<file path="config.mk">
export PLATFORM = sky130hd
export DESIGN_NAME = csio_xcvr
export DESIGN_NICKNAME = d
export VERILOG_FILES = /design/src/rtl/csio_pkg.sv /design/src/rtl/csio_sync.sv /design/src/rtl/csio_clkgen.sv /design/src/rtl/csio_shifter.sv /design/src/rtl/csio_xcvr.sv
export SDC_FILE = /design/constraint.sdc
export NUM_CORES = 1
export LEC_CHECK = 0
export ABC_AREA = 1
export BUFFER_PORTS_ARGS = -buffer_cell sky130_fd_sc_hd__buf_2
export CORE_MARGIN = 1.5
export CORE_UTILIZATION = 51
export DETAILED_ROUTE_END_ITERATION = 8
export PLACE_DENSITY = 0.84
export SETUP_SLACK_MARGIN = 0.2
export SLEW_MARGIN = 20
export SYNTH_ARGS = -nofsm -noshare
export SYNTH_HDL_FRONTEND = slang
export SYNTH_HIERARCHICAL = 1
export SYNTH_SLANG_ARGS = --single-unit
</file>
<file path="constraint.sdc">
create_clock -name clk -period 1.6 [get_ports clk]
set_input_delay 0.32 -clock clk [delete_from_list [all_inputs] [get_ports clk]]
set_output_delay 0.32 -clock clk [all_outputs]
set_load 0.005 [all_outputs]
</file>
<file path="src/rtl/csio_pkg.sv">
package csio_pkg;
  typedef enum logic [1:0] {
    ST_IDLE = 2'd0,
    ST_RUN  = 2'd1,
    ST_HOLD = 2'd2
  } csio_state_e;

  localparam int CTL_GO   = 0;
  localparam int CTL_HALT = 1;
  localparam int CTL_EXT  = 2;
  localparam int STS_BUSY = 3;
  localparam int STS_IRQ  = 4;

  localparam logic ADDR_DATA = 1'b0;
  localparam logic ADDR_CTRL = 1'b1;
endpackage

</file>
<file path="src/rtl/csio_sync.sv">
module csio_sync #(
  parameter int W = 2,
  parameter int STAGES = 2,
  parameter logic [W-1:0] RST_VAL = '0
) (
  input  logic         clk,
  input  logic         rst_n,
  input  logic [W-1:0] d_i,
  output logic [W-1:0] q_o
);
  localparam int CHAIN_W = STAGES * W;

  logic [CHAIN_W-1:0] chain_q;

  always_ff @(posedge clk or negedge rst_n) begin
    if (!rst_n) chain_q <= {STAGES{RST_VAL}};
    else        chain_q <= {chain_q[CHAIN_W-W-1:0], d_i};
  end

  assign q_o = chain_q[CHAIN_W-1 -: W];
endmodule

</file>
<file path="src/rtl/csio_clkgen.sv">
module csio_clkgen #(
  parameter int HALF_DIV = 4
) (
  input  logic clk,
  input  logic rst_n,
  input  logic active_i,
  input  logic ext_i,
  input  logic sck_s_i,
  output logic sck_o,
  output logic fall_o,
  output logic rise_o
);
  localparam int DCW = (HALF_DIV > 1) ? $clog2(HALF_DIV) : 1;

  function automatic logic half_hit(input logic [DCW-1:0] c);
    return c == DCW'(HALF_DIV - 1);
  endfunction

  logic [DCW-1:0] div_q;
  logic           sck_q;
  logic           last_q;
  logic           run_int;
  logic           tick;
  logic           ext_fall;
  logic           ext_rise;

  assign run_int = active_i && !ext_i;
  assign tick    = run_int && half_hit(div_q);

  always_ff @(posedge clk or negedge rst_n) begin
    if (!rst_n) begin
      div_q <= '0;
      sck_q <= 1'b1;
    end else if (!run_int) begin
      div_q <= '0;
      sck_q <= 1'b1;
    end else if (tick) begin
      div_q <= '0;
      sck_q <= !sck_q;
    end else begin
      div_q <= div_q + 1'b1;
    end
  end

  always_ff @(posedge clk or negedge rst_n) begin
    if (!rst_n) last_q <= 1'b1;
    else        last_q <= sck_s_i;
  end

  assign ext_fall = last_q && !sck_s_i;
  assign ext_rise = !last_q && sck_s_i;

  assign fall_o = ext_i ? (active_i && ext_fall) : (tick && sck_q);
  assign rise_o = ext_i ? (active_i && ext_rise) : (tick && !sck_q);
  assign sck_o  = sck_q;

  a_r12_clock_idles_high: assert property (@(posedge clk) disable iff (!rst_n)
    !(active_i && !ext_i) |=> sck_o);
  a_r1_edges_exclusive: assert property (@(posedge clk) disable iff (!rst_n)
    !(fall_o && rise_o));
endmodule

</file>
<file path="src/rtl/csio_shifter.sv">
module csio_shifter #(
  parameter int DW = 8
) (
  input  logic          clk,
  input  logic          rst_n,
  input  logic          fall_i,
  input  logic          rise_i,
  input  logic          abort_i,
  input  logic          use_buf_i,
  input  logic [DW-1:0] buf_i,
  input  logic          si_i,
  output logic          so_o,
  output logic          first_o,
  output logic          done_o,
  output logic [DW-1:0] rx_o
);
  localparam int CW = (DW > 1) ? $clog2(DW) : 1;

  function automatic logic [DW-1:0] shift_in(input logic [DW-1:0] sh, input logic b);
    return {b, sh[DW-1:1]};
  endfunction

  logic [DW-1:0] sh_q;
  logic [CW-1:0] cnt_q;
  logic          so_q;
  logic [DW-1:0] src;

  assign first_o = fall_i && (cnt_q == '0);
  assign src     = (first_o && use_buf_i) ? buf_i : sh_q;
  assign done_o  = rise_i && (cnt_q == CW'(DW - 1));
  assign rx_o    = shift_in(sh_q, si_i);

  always_ff @(posedge clk or negedge rst_n) begin
    if (!rst_n) begin
      sh_q  <= '0;
      cnt_q <= '0;
      so_q  <= 1'b0;
    end else if (abort_i) begin
      cnt_q <= '0;
    end else begin
      if (fall_i) begin
        sh_q <= src;
        so_q <= src[0];
      end
      if (rise_i) begin
        sh_q  <= rx_o;
        cnt_q <= done_o ? '0 : cnt_q + 1'b1;
      end
    end
  end

  assign so_o = so_q;

  a_r1_so_moves_on_fall: assert property (@(posedge clk) disable iff (!rst_n)
    !fall_i |=> $stable(so_o));
endmodule

</file>
<file path="src/rtl/csio_xcvr.sv">
module csio_xcvr
  import csio_pkg::*;
#(
  parameter int DW = 8,
  parameter int HALF_DIV = 4,
  parameter int SYNC_STAGES = 2
) (
  input  logic          clk,
  input  logic          rst_n,
  input  logic          wr_en,
  input  logic          rd_en,
  input  logic          addr,
  input  logic [DW-1:0] wdata,
  output logic [DW-1:0] rdata,
  output logic          sck_o,
  input  logic          sck_i,
  output logic          so_o,
  input  logic          si_i,
  output logic          irq_o,
  output logic          busy_o
);
  csio_state_e   state_q, state_d;
  logic [DW-1:0] dbuf_q;
  logic          tx_full_q, rx_unread_q, irq_q, go_q, ext_q;

  logic          wr_data, wr_ctrl, rd_data, halt_req, mode_flip, active;
  logic          ev_fall, ev_rise, byte_first, byte_done;
  logic [DW-1:0] rx_byte;
  logic [1:0]    pins_s;

  assign wr_data   = wr_en && (addr == ADDR_DATA);
  assign wr_ctrl   = wr_en && (addr == ADDR_CTRL);
  assign rd_data   = rd_en && (addr == ADDR_DATA);
  assign halt_req  = wr_ctrl && wdata[CTL_HALT];
  assign mode_flip = wr_ctrl && (wdata[CTL_EXT] != ext_q);
  assign active    = (state_q == ST_RUN) && !halt_req;

  csio_sync #(.W(2), .STAGES(SYNC_STAGES), .RST_VAL(2'b01)) sync_i (
    .clk(clk), .rst_n(rst_n), .d_i({si_i, sck_i}), .q_o(pins_s)
  );

  csio_clkgen #(.HALF_DIV(HALF_DIV)) clkgen_i (
    .clk(clk), .rst_n(rst_n), .active_i(active), .ext_i(ext_q),
    .sck_s_i(pins_s[0]), .sck_o(sck_o), .fall_o(ev_fall), .rise_o(ev_rise)
  );

  csio_shifter #(.DW(DW)) shifter_i (
    .clk(clk), .rst_n(rst_n), .fall_i(ev_fall), .rise_i(ev_rise),
    .abort_i(halt_req), .use_buf_i(tx_full_q), .buf_i(dbuf_q),
    .si_i(pins_s[1]), .so_o(so_o), .first_o(byte_first),
    .done_o(byte_done), .rx_o(rx_byte)
  );

  always_comb begin
    state_d = state_q;
    unique case (state_q)
      ST_IDLE: if (go_q && tx_full_q && !halt_req) state_d = ST_RUN;
      ST_RUN: begin
        if (halt_req)       state_d = ST_IDLE;
        else if (byte_done) state_d = !go_q ? ST_IDLE : (ext_q ? ST_RUN : ST_HOLD);
      end
      ST_HOLD: begin
        if (halt_req || !go_q)             state_d = ST_IDLE;
        else if (!rx_unread_q && tx_full_q) state_d = ST_RUN;
      end
      default: state_d = ST_IDLE;
    endcase
  end

  always_ff @(posedge clk or negedge rst_n) begin
    if (!rst_n) begin
      state_q     <= ST_IDLE;
      dbuf_q      <= '0;
      tx_full_q   <= 1'b0;
      rx_unread_q <= 1'b0;
      irq_q       <= 1'b0;
      go_q        <= 1'b0;
      ext_q       <= 1'b0;
    end else begin
      state_q <= state_d;
      if (byte_first && tx_full_q) tx_full_q <= 1'b0;
      if (wr_ctrl) begin
        ext_q <= wdata[CTL_EXT];
        go_q  <= wdata[CTL_GO] && !wdata[CTL_HALT];
      end
      if (mode_flip) begin
        dbuf_q      <= '0;
        tx_full_q   <= 1'b0;
        rx_unread_q <= 1'b0;
      end
      if (wr_data) begin
        dbuf_q    <= wdata;
        tx_full_q <= 1'b1;
        irq_q     <= 1'b0;
      end
      if (rd_data) begin
        rx_unread_q <= 1'b0;
        irq_q       <= 1'b0;
      end
      if (byte_done && !halt_req) begin
        dbuf_q      <= rx_byte;
        rx_unread_q <= 1'b1;
        irq_q       <= 1'b1;
      end
    end
  end

  assign busy_o = (state_q != ST_IDLE);
  assign irq_o  = irq_q;

  always_comb begin
    rdata = '0;
    if (addr == ADDR_CTRL) begin
      rdata[CTL_GO]   = go_q;
      rdata[CTL_EXT]  = ext_q;
      rdata[STS_BUSY] = busy_o;
      rdata[STS_IRQ]  = irq_q;
    end else begin
      rdata = dbuf_q;
    end
  end

  a_r9_halt_idles: assert property (@(posedge clk) disable iff (!rst_n)
    halt_req |=> (!busy_o && sck_o));
  a_r2_done_raises_irq: assert property (@(posedge clk) disable iff (!rst_n)
    (byte_done && !halt_req) |=> irq_o);
  a_r11_access_clears_irq: assert property (@(posedge clk) disable iff (!rst_n)
    ((wr_data || rd_data) && !byte_done) |=> !irq_o);
  a_r5_hold_quiet: assert property (@(posedge clk) disable iff (!rst_n)
    (state_q == ST_HOLD) |-> (sck_o && !ev_fall && !ev_rise));
  a_r4_start_needs_data: assert property (@(posedge clk) disable iff (!rst_n)
    $rose(busy_o) |-> $past(tx_full_q && go_q));
  a_r8_stop_after_byte: assert property (@(posedge clk) disable iff (!rst_n)
    ((state_q == ST_RUN) && !go_q && byte_done && !halt_req) |=> !busy_o);
endmodule

</file>
==> flow_summary.toml, run 1 <==
[timing]
report.final.slew_viol_count = 0
fin_crit_ns = 1.721
max_slew.worst_pin.slew_ns = 0.4687
final.hold.worst_slack_ns = 0.1283
max_slew_margin_pct = 68.75
rsz0062_at_grt = "true"
finalSetupViolCount = 19
setup_slack_ns = -0.1213
timing.final.hold_violations = 0
finClkSkew_ns = 0.006050
clock.fmax_mhz = 581.0
timing.final.crit_share_pct = 107.6

[pwr]
power_spent_charging_and_discharging_nets_uw = 830.6
power.static_leakage_uw = 0.001473
internal_power_uw = 1924
share_clk_of_total_power_pct = 30.0
design_power_total_uw = 2754
cellPowerDensity_nw_per_um2 = 1016
fraction_of_power_consumed_by_combinational_cells_pct = 30.9
worst_ir_drop_vdd_uv = 757.8
share_seq_of_total_power_pct = 39.1
switching_share_pct = 30.16

[floorplanning]
core_area_sq_um = 3744
ios = 27
die-width_microns = 66.04
initial_utilization_pct = 54.14
dieArea_sq_um = 4361
fp_rows = 22
die_h_microns = 66.04

[layout]
area_taken_by_multi_input_logic_gates_sq_um = 1052
finish.net_count = 333
n_fill_cell = 268
antenna_cells = 0
layoutNonFillerInstCount = 363
final_layout_size_suffix_gt1_share_pct = 39.37
seqCellArea_sq_um = 882.1
post_synthesis_to_final_layout_area_growth_pct = 33.70

[route]
vias_per_cell = 5.273
detail_route.iter0.violations = 120
finalWirelength_microns = 5008
met3_wirelength_microns = 193
drc_errors = 0
detail_route.first_pass.iterations = 4
route.met2.wl_microns = 2610
route.detailed.wl_per_inst_microns = 13.80
detailroute.via_count = 1914
drtAntennaViolNets = 0
topRoutingLayerUsed = "met4"
m1WireLength_microns = 2099

[place]
place.port_buffers = 26
place_ws_ns = -0.2001
gp_congestion = 0.8757
place_hpwl_microns = 3373
placedCellCount = 339

[global_route]
first_pass_grt_wire_length_microns = 7596
grt_pass1_vias = 1758
largest_net_degree_at_the_start_of_global_routing = 20
overflow = 0
antenna_found_initial = 0
groute.usage.overall_pct = 23.33

[worst_setup_path]
worst_ep_arrival_time_ns = 1.95
critical_path.endpoint_type = "flip-flop"
path_common_cell = "sky130_fd_sc_hd__nand2_2"
critPathMaxStageDelay_ns = 0.39
setup.worst_path.start_class = "flip-flop"
critPathSlowestCell = "sky130_fd_sc_hd__dfrtp_1"
worst-r2r-cell-count = 13
crit_path_max_fanout = 4
timing.setup.critical_path_class = "reg -> reg"
worstPathCellList = "nor2_2, nand2_2, inv_2, buf_6, nand4_1, nand2_2, nand2_2, nor2_4, buf_4, nand3_2, nand2_2, nand2_1, nand2_1"
crit_required_ns = 1.82

[logic_synthesis]
synth_largest_type_area_fraction_pct = 38.27
ys_top_cells_by_area = "sky130_fd_sc_hd__dfrtp_1 (38%), sky130_fd_sc_hd__nand2_1 (16%), sky130_fd_sc_hd__inv_1 (5.7%)"
synth_warnings = 6
ys_async_sr_fraction_pct = 100.0
postSynthAreaPerCell_sq_um = 7.707
postSynthCellCount = 263
mappedNetlistArea_sq_um = 2027
dominantRegCellSynth = "sky130_fd_sc_hd__dfrtp_1"
ys_seq_area_share_pct = 43.46
ys_seq_elements = 35
synthesis.nets = 282
post-synth-top-count-cell = "sky130_fd_sc_hd__nand2_1"
synth_common_cells = "sky130_fd_sc_hd__nand2_1 (88), sky130_fd_sc_hd__dfrtp_1 (31), sky130_fd_sc_hd__inv_1 (31)"
ys_types = 30
synth-edff-count = 0
cell_taking_the_most_area_after_synthesis = "sky130_fd_sc_hd__dfrtp_1"

[clock_network]
cts_max_level = 2
cts_root_buf = "sky130_fd_sc_hd__clkbuf_8"
clockBufferDepth = 2
num_cts_buffers = 5
clkTransAtPathRegs_ns = 0.07
cts_tree = "built"
clock_sink_count = 35
clock_latency_ns = 0.29

[flow_run]
max_cap_violations = 0

[worst_hold_path]
hold_path_class = "in -> reg"
min_path_cells = 1

[run_status]
violations_in_the_final_reports = "negative setup slack"
outcome = "finished, violations left"
[stage by stage]
step	util [%]	TNS [ns]	area [sq um]
finish	72.39	-1.332	2710
global route	72.39	-3.966	2710
CTS	69.42	-0.8021	2599
detailed placement	61.13	-2.952	2288
global placement	61.13	-1.523	2288
floorplan	-	-0.4638	2049
[cells in the final DEF (no fill, tap or decap), types with 6 or more instances in the layout]
master / instances
sky130_fd_sc_hd__nand3_1: 12
sky130_fd_sc_hd__o21ai_0: 7
sky130_fd_sc_hd__nor2_1: 16
sky130_fd_sc_hd__inv_1: 26
sky130_fd_sc_hd__inv_2: 9
sky130_fd_sc_hd__o21ai_2: 10
sky130_fd_sc_hd__dfrtp_1: 30
sky130_fd_sc_hd__clkbuf_8: 6
sky130_fd_sc_hd__buf_6: 8
sky130_fd_sc_hd__nand2_2: 11
sky130_fd_sc_hd__nand2_1: 75
sky130_fd_sc_hd__buf_2: 25
sky130_fd_sc_hd__buf_4: 18
sky130_fd_sc_hd__o21ai_1: 13
[final timing paths]
check	to	from	slack (ns)
max	shifter_i/so_o	state_q[1]	-0.12
min	sync_i/chain_q[0]	sck_i	0.13
max reg2reg	shifter_i/so_o	state_q[1]	-0.12
min reg2reg	sync_i/chain_q[3]	sync_i/chain_q[1]	0.35
max in group asynchronous	sync_i/chain_q[2]	rst_n	0.55
min in group asynchronous	dbuf_q[2]	rst_n	0.52
[state kept, by name, indices dropped and copies added, names as in the netlist]
name / count
irq_o: 1
ext_q: 1
rx_unread_q: 1
dbuf_q: 8
shifter_i/cnt_q: 3
go_q: 1
state_q: 2
clkgen_i/sck_o: 1
clkgen_i/last_q: 1
shifter_i/sh_q: 8
tx_full_q: 1
shifter_i/so_o: 1
sync_i/chain_q: 4
clkgen_i/div_q: 2
[worst max-delay path: cells and delay by family, from the launching register on]
family        cells  cell delay, ns
buf+inv           3            0.31
flops             1            0.39
simple gates     10            0.96
[per-layer routing]
metal  vias up  global-route usage [%]
met5         -                       0
met4         0                   9.694
met3        12                   4.770
met2        57                   40.03
met1       922                   28.56
li1        923                       -
[area by class of cell]
type | instances | area share (%)
flip-flops and latches | 35 | 32.55
multi-input cells | 178 | 38.83
well taps | 48 | 2.216
clock inverters | 2 | 1.293
clock buffers | 6 | 3.047
repair buffers | 56 | 16.25
inverters | 38 | 5.817
[power groups by stage]
stage | Clock, uW | Sequential [uW] | Combinational [uW]
after floorplan | 0 | 1070 | 365
after global placement | 0 | 1080 | 596
after detailed placement | 0 | 1090 | 624
after CTS | 837 | 1070 | 775
after global routing | 871 | 1090 | 936
final | 827 | 1080 | 850
[timing repair]
action | CTS | global route
setup endpoints to repair | 29 | 30
buffers inserted | 8 | 6
gates cloned | 1 | 0
hold endpoints to repair | 17 | 0
hold buffers | 1 | 0
gates resized for setup | 39 | 17
pin swaps | 18 | 5
[kinds of logic after synthesis]
family,share of synthesized area (%)
buffers and inverters,12.41
DFF,43.46
AOI/OAI and AO/OA,8.889
and+or+nand+nor,32.78
adders and majority gates,2.469
Note: power is estimated with default switching activity, not from simulation.
==> inputs of run 2 (changes only) <==
- REMOVE_ABC_BUFFERS: default -> 1
==> flow_summary.toml, run 2 (synthesized netlist as in run 1, its figures left out) <==
[place]
place_hpwl_microns = 3369
gp_congestion = 0.9068
place.port_buffers = 26
place_ws_ns = -0.2349

[floorplanning]
die-width_microns = 66.04
die_h_microns = 66.04
ios = 27
core_area_sq_um = 3744
dieArea_sq_um = 4361
initial_utilization_pct = 54.14
fp_rows = 22

[clock_network]
clkTransAtPathRegs_ns = 0.07
cts_max_level = 2
clockBufferDepth = 2
clock_latency_ns = 0.29
num_cts_buffers = 5
cts_tree = "built"
cts_root_buf = "sky130_fd_sc_hd__clkbuf_8"
clock_sink_count = 35

[global_route]
groute.usage.overall_pct = 27.28
first_pass_grt_wire_length_microns = 8804
antenna_found_initial = 0
overflow = 0
grt_pass1_vias = 1908
largest_net_degree_at_the_start_of_global_routing = 19

[worst_setup_path]
cp_top_family = "simple AND/OR/NAND/NOR gates"
critical_path.endpoint_type = "flip-flop"
crit_path_max_fanout = 8
path_common_cell = "sky130_fd_sc_hd__nand2_2"
critPathSlowestCell = "sky130_fd_sc_hd__dfrtp_1"
crit_start = "state_q[1]"
setup.worst_path.start_class = "flip-flop"
crit_required_ns = 1.83
number_of_buffers_and_inverters_on_the_critical_path = 3
critPathMaxStageDelay_ns = 0.43
timing.setup.critical_path_class = "reg -> reg"
r2r_start = "state_q[1]"
worstPathCellList = "nor2_4, nand2_2, inv_4, buf_6, nand4_1, nand2_2, nand4_1, buf_6, o21ai_0, nand2_2, nand2_1"
worst_ep_arrival_time_ns = 2.03

[timing]
clock.fmax_mhz = 555.2
max_slew_margin_pct = 71.94
finClkSkew_ns = 0.01011
final.hold.worst_slack_ns = 0.1182
rsz0062_at_grt = "true"
finalSetupViolCount = 23
setup_slack_ns = -0.2010
timing.final.hold_violations = 0
max_slew.worst_pin.slew_ns = 0.4210
timing.final.crit_share_pct = 112.6
fin_crit_ns = 1.801
report.final.slew_viol_count = 0
totalNegativeSetupSlack_ns = -2.818

[layout]
antenna_cells = 0
final_cell_mix = "sky130_fd_sc_hd__nand2_1 (72), sky130_fd_sc_hd__dfrtp_1 (30), sky130_fd_sc_hd__inv_1 (26)"
final_layout_size_suffix_gt1_share_pct = 43.52
finish.net_count = 342
post_synthesis_to_final_layout_area_growth_pct = 39.07
largest_registers = "dbuf_q: 8 flops, shifter_i/sh_q: 8 flops, sync_i/chain_q: 4 flops"
n_fill_cell = 252
most_common_cell_after_layout_fill_and_taps_aside = "sky130_fd_sc_hd__nand2_1"

[pwr]
fraction_of_power_consumed_by_combinational_cells_pct = 39.6
share_seq_of_total_power_pct = 36.5
switching_share_pct = 33.02
share_clk_of_total_power_pct = 23.9
worst_ir_drop_vdd_uv = 858.2
power.static_leakage_uw = 0.001527
power_spent_charging_and_discharging_nets_uw = 977.0
design_power_total_uw = 2959
internal_power_uw = 1982
cellPowerDensity_nw_per_um2 = 1050

[route]
vias_per_cell = 5.339
detail_route.first_pass.iterations = 4
drtAntennaViolNets = 0
detailroute.via_count = 1986
route.detailed.wl_per_inst_microns = 15.89
finalWirelength_microns = 5911
drc_errors = 0
detail_route.iter0.violations = 170

[run_status]
violations_in_the_final_reports = "negative setup slack"
outcome = "finished, violations left"

[worst_hold_path]
hold_path_class = "in -> reg"
hold_path.startpoint = "sck_i"

[flow_run]
max_cap_violations = 0
run 2: changes by cell type in the layout (fill, tap and decap cells not counted), moves of 3 or more:
cell,previous run,this run
sky130_fd_sc_hd__nand3_2,4,1
sky130_fd_sc_hd__nand2_1,75,72
sky130_fd_sc_hd__buf_12,4,1
sky130_fd_sc_hd__buf_6,8,16
sky130_fd_sc_hd__o21ai_2,10,14
sky130_fd_sc_hd__o21ai_1,13,8
sky130_fd_sc_hd__nand2_2,11,14
sky130_fd_sc_hd__buf_4,18,22
run 2: repair_timing:
| item | 4_1_cts | 5_1_grt |
|---|---|---|
| endpoints found under the setup margin | 29 | 29 |
| endpoints found under the hold margin | 17 | 0 |
| cloned | 1 | 0 |
| resized for setup | 54 | 41 |
| hold buffers | 1 | 0 |
| pin swaps | 23 | 20 |
| setup buffers | 14 | 6 |
run 2: layer usage:
metal	up-vias	share of wire [%]	track usage (%)
met4	0	5.0	12.50
met3	34	5.2	6.474
li1	937	-	-
met1	932	38	31.62
met2	83	52	47.47
met5	-	0	0
run 2: area by class of cell:
class | count | area (sq um) | share of cell area, %
tap | 48 | 60.06 | 2.130
clock buffer | 8 | 100.1 | 3.551
timing repair buffer | 65 | 500.5 | 17.75
inverter | 38 | 172.7 | 6.125
multi-input combinational | 178 | 1104 | 39.15
sequential | 35 | 882.1 | 31.29
run 2: worst paths after layout:
| check | slack (ns) | to | cells after the start |
|---|---|---|---|
| max in group asynchronous | 0.60 | clkgen_i/last_q | 3 |
| max reg2reg | -0.20 | shifter_i/sh_q[3] | 11 |
| min in group asynchronous | 0.49 | dbuf_q[5] | 2 |
| max | -0.20 | shifter_i/sh_q[3] | 11 |
| min reg2reg | 0.36 | sync_i/chain_q[2] | 0 |
| min | 0.12 | sync_i/chain_q[0] | 1 |
run 2: worst reg2reg max path, cell delays in order (launching register included):
cell and delay (ns):
sky130_fd_sc_hd__dfrtp_1 0.43, sky130_fd_sc_hd__nor2_4 0.13, sky130_fd_sc_hd__nand2_2 0.09, sky130_fd_sc_hd__inv_4 0.09, sky130_fd_sc_hd__buf_6 0.09, sky130_fd_sc_hd__nand4_1 0.10, sky130_fd_sc_hd__nand2_2 0.13, sky130_fd_sc_hd__nand4_1 0.15
sky130_fd_sc_hd__buf_6 0.18, sky130_fd_sc_hd__o21ai_0 0.23, sky130_fd_sc_hd__nand2_2 0.07, sky130_fd_sc_hd__nand2_1 0.06
run 2: power by group through the flow:
stage	combinational, uW	clock (uW)	sequential [uW]
2_1_floorplan	336	0	1070
3_3_place_gp	579	0	1080
3_5_place_dp	606	0	1090
4_1_cts	894	711	1070
5_1_grt	1250	751	1090
6_report	1170	708	1080
run 2: metrics by stage:
stage / utilization (%) / std cells / cell area, sq um
floorplan: - / 250 / 1926
global placement: 60.46 / 342 / 2263
detailed placement: 60.46 / 342 / 2263
CTS: 70.39 / 366 / 2635
global route: 75.30 / 372 / 2819
finish: 75.30 / 372 / 2819
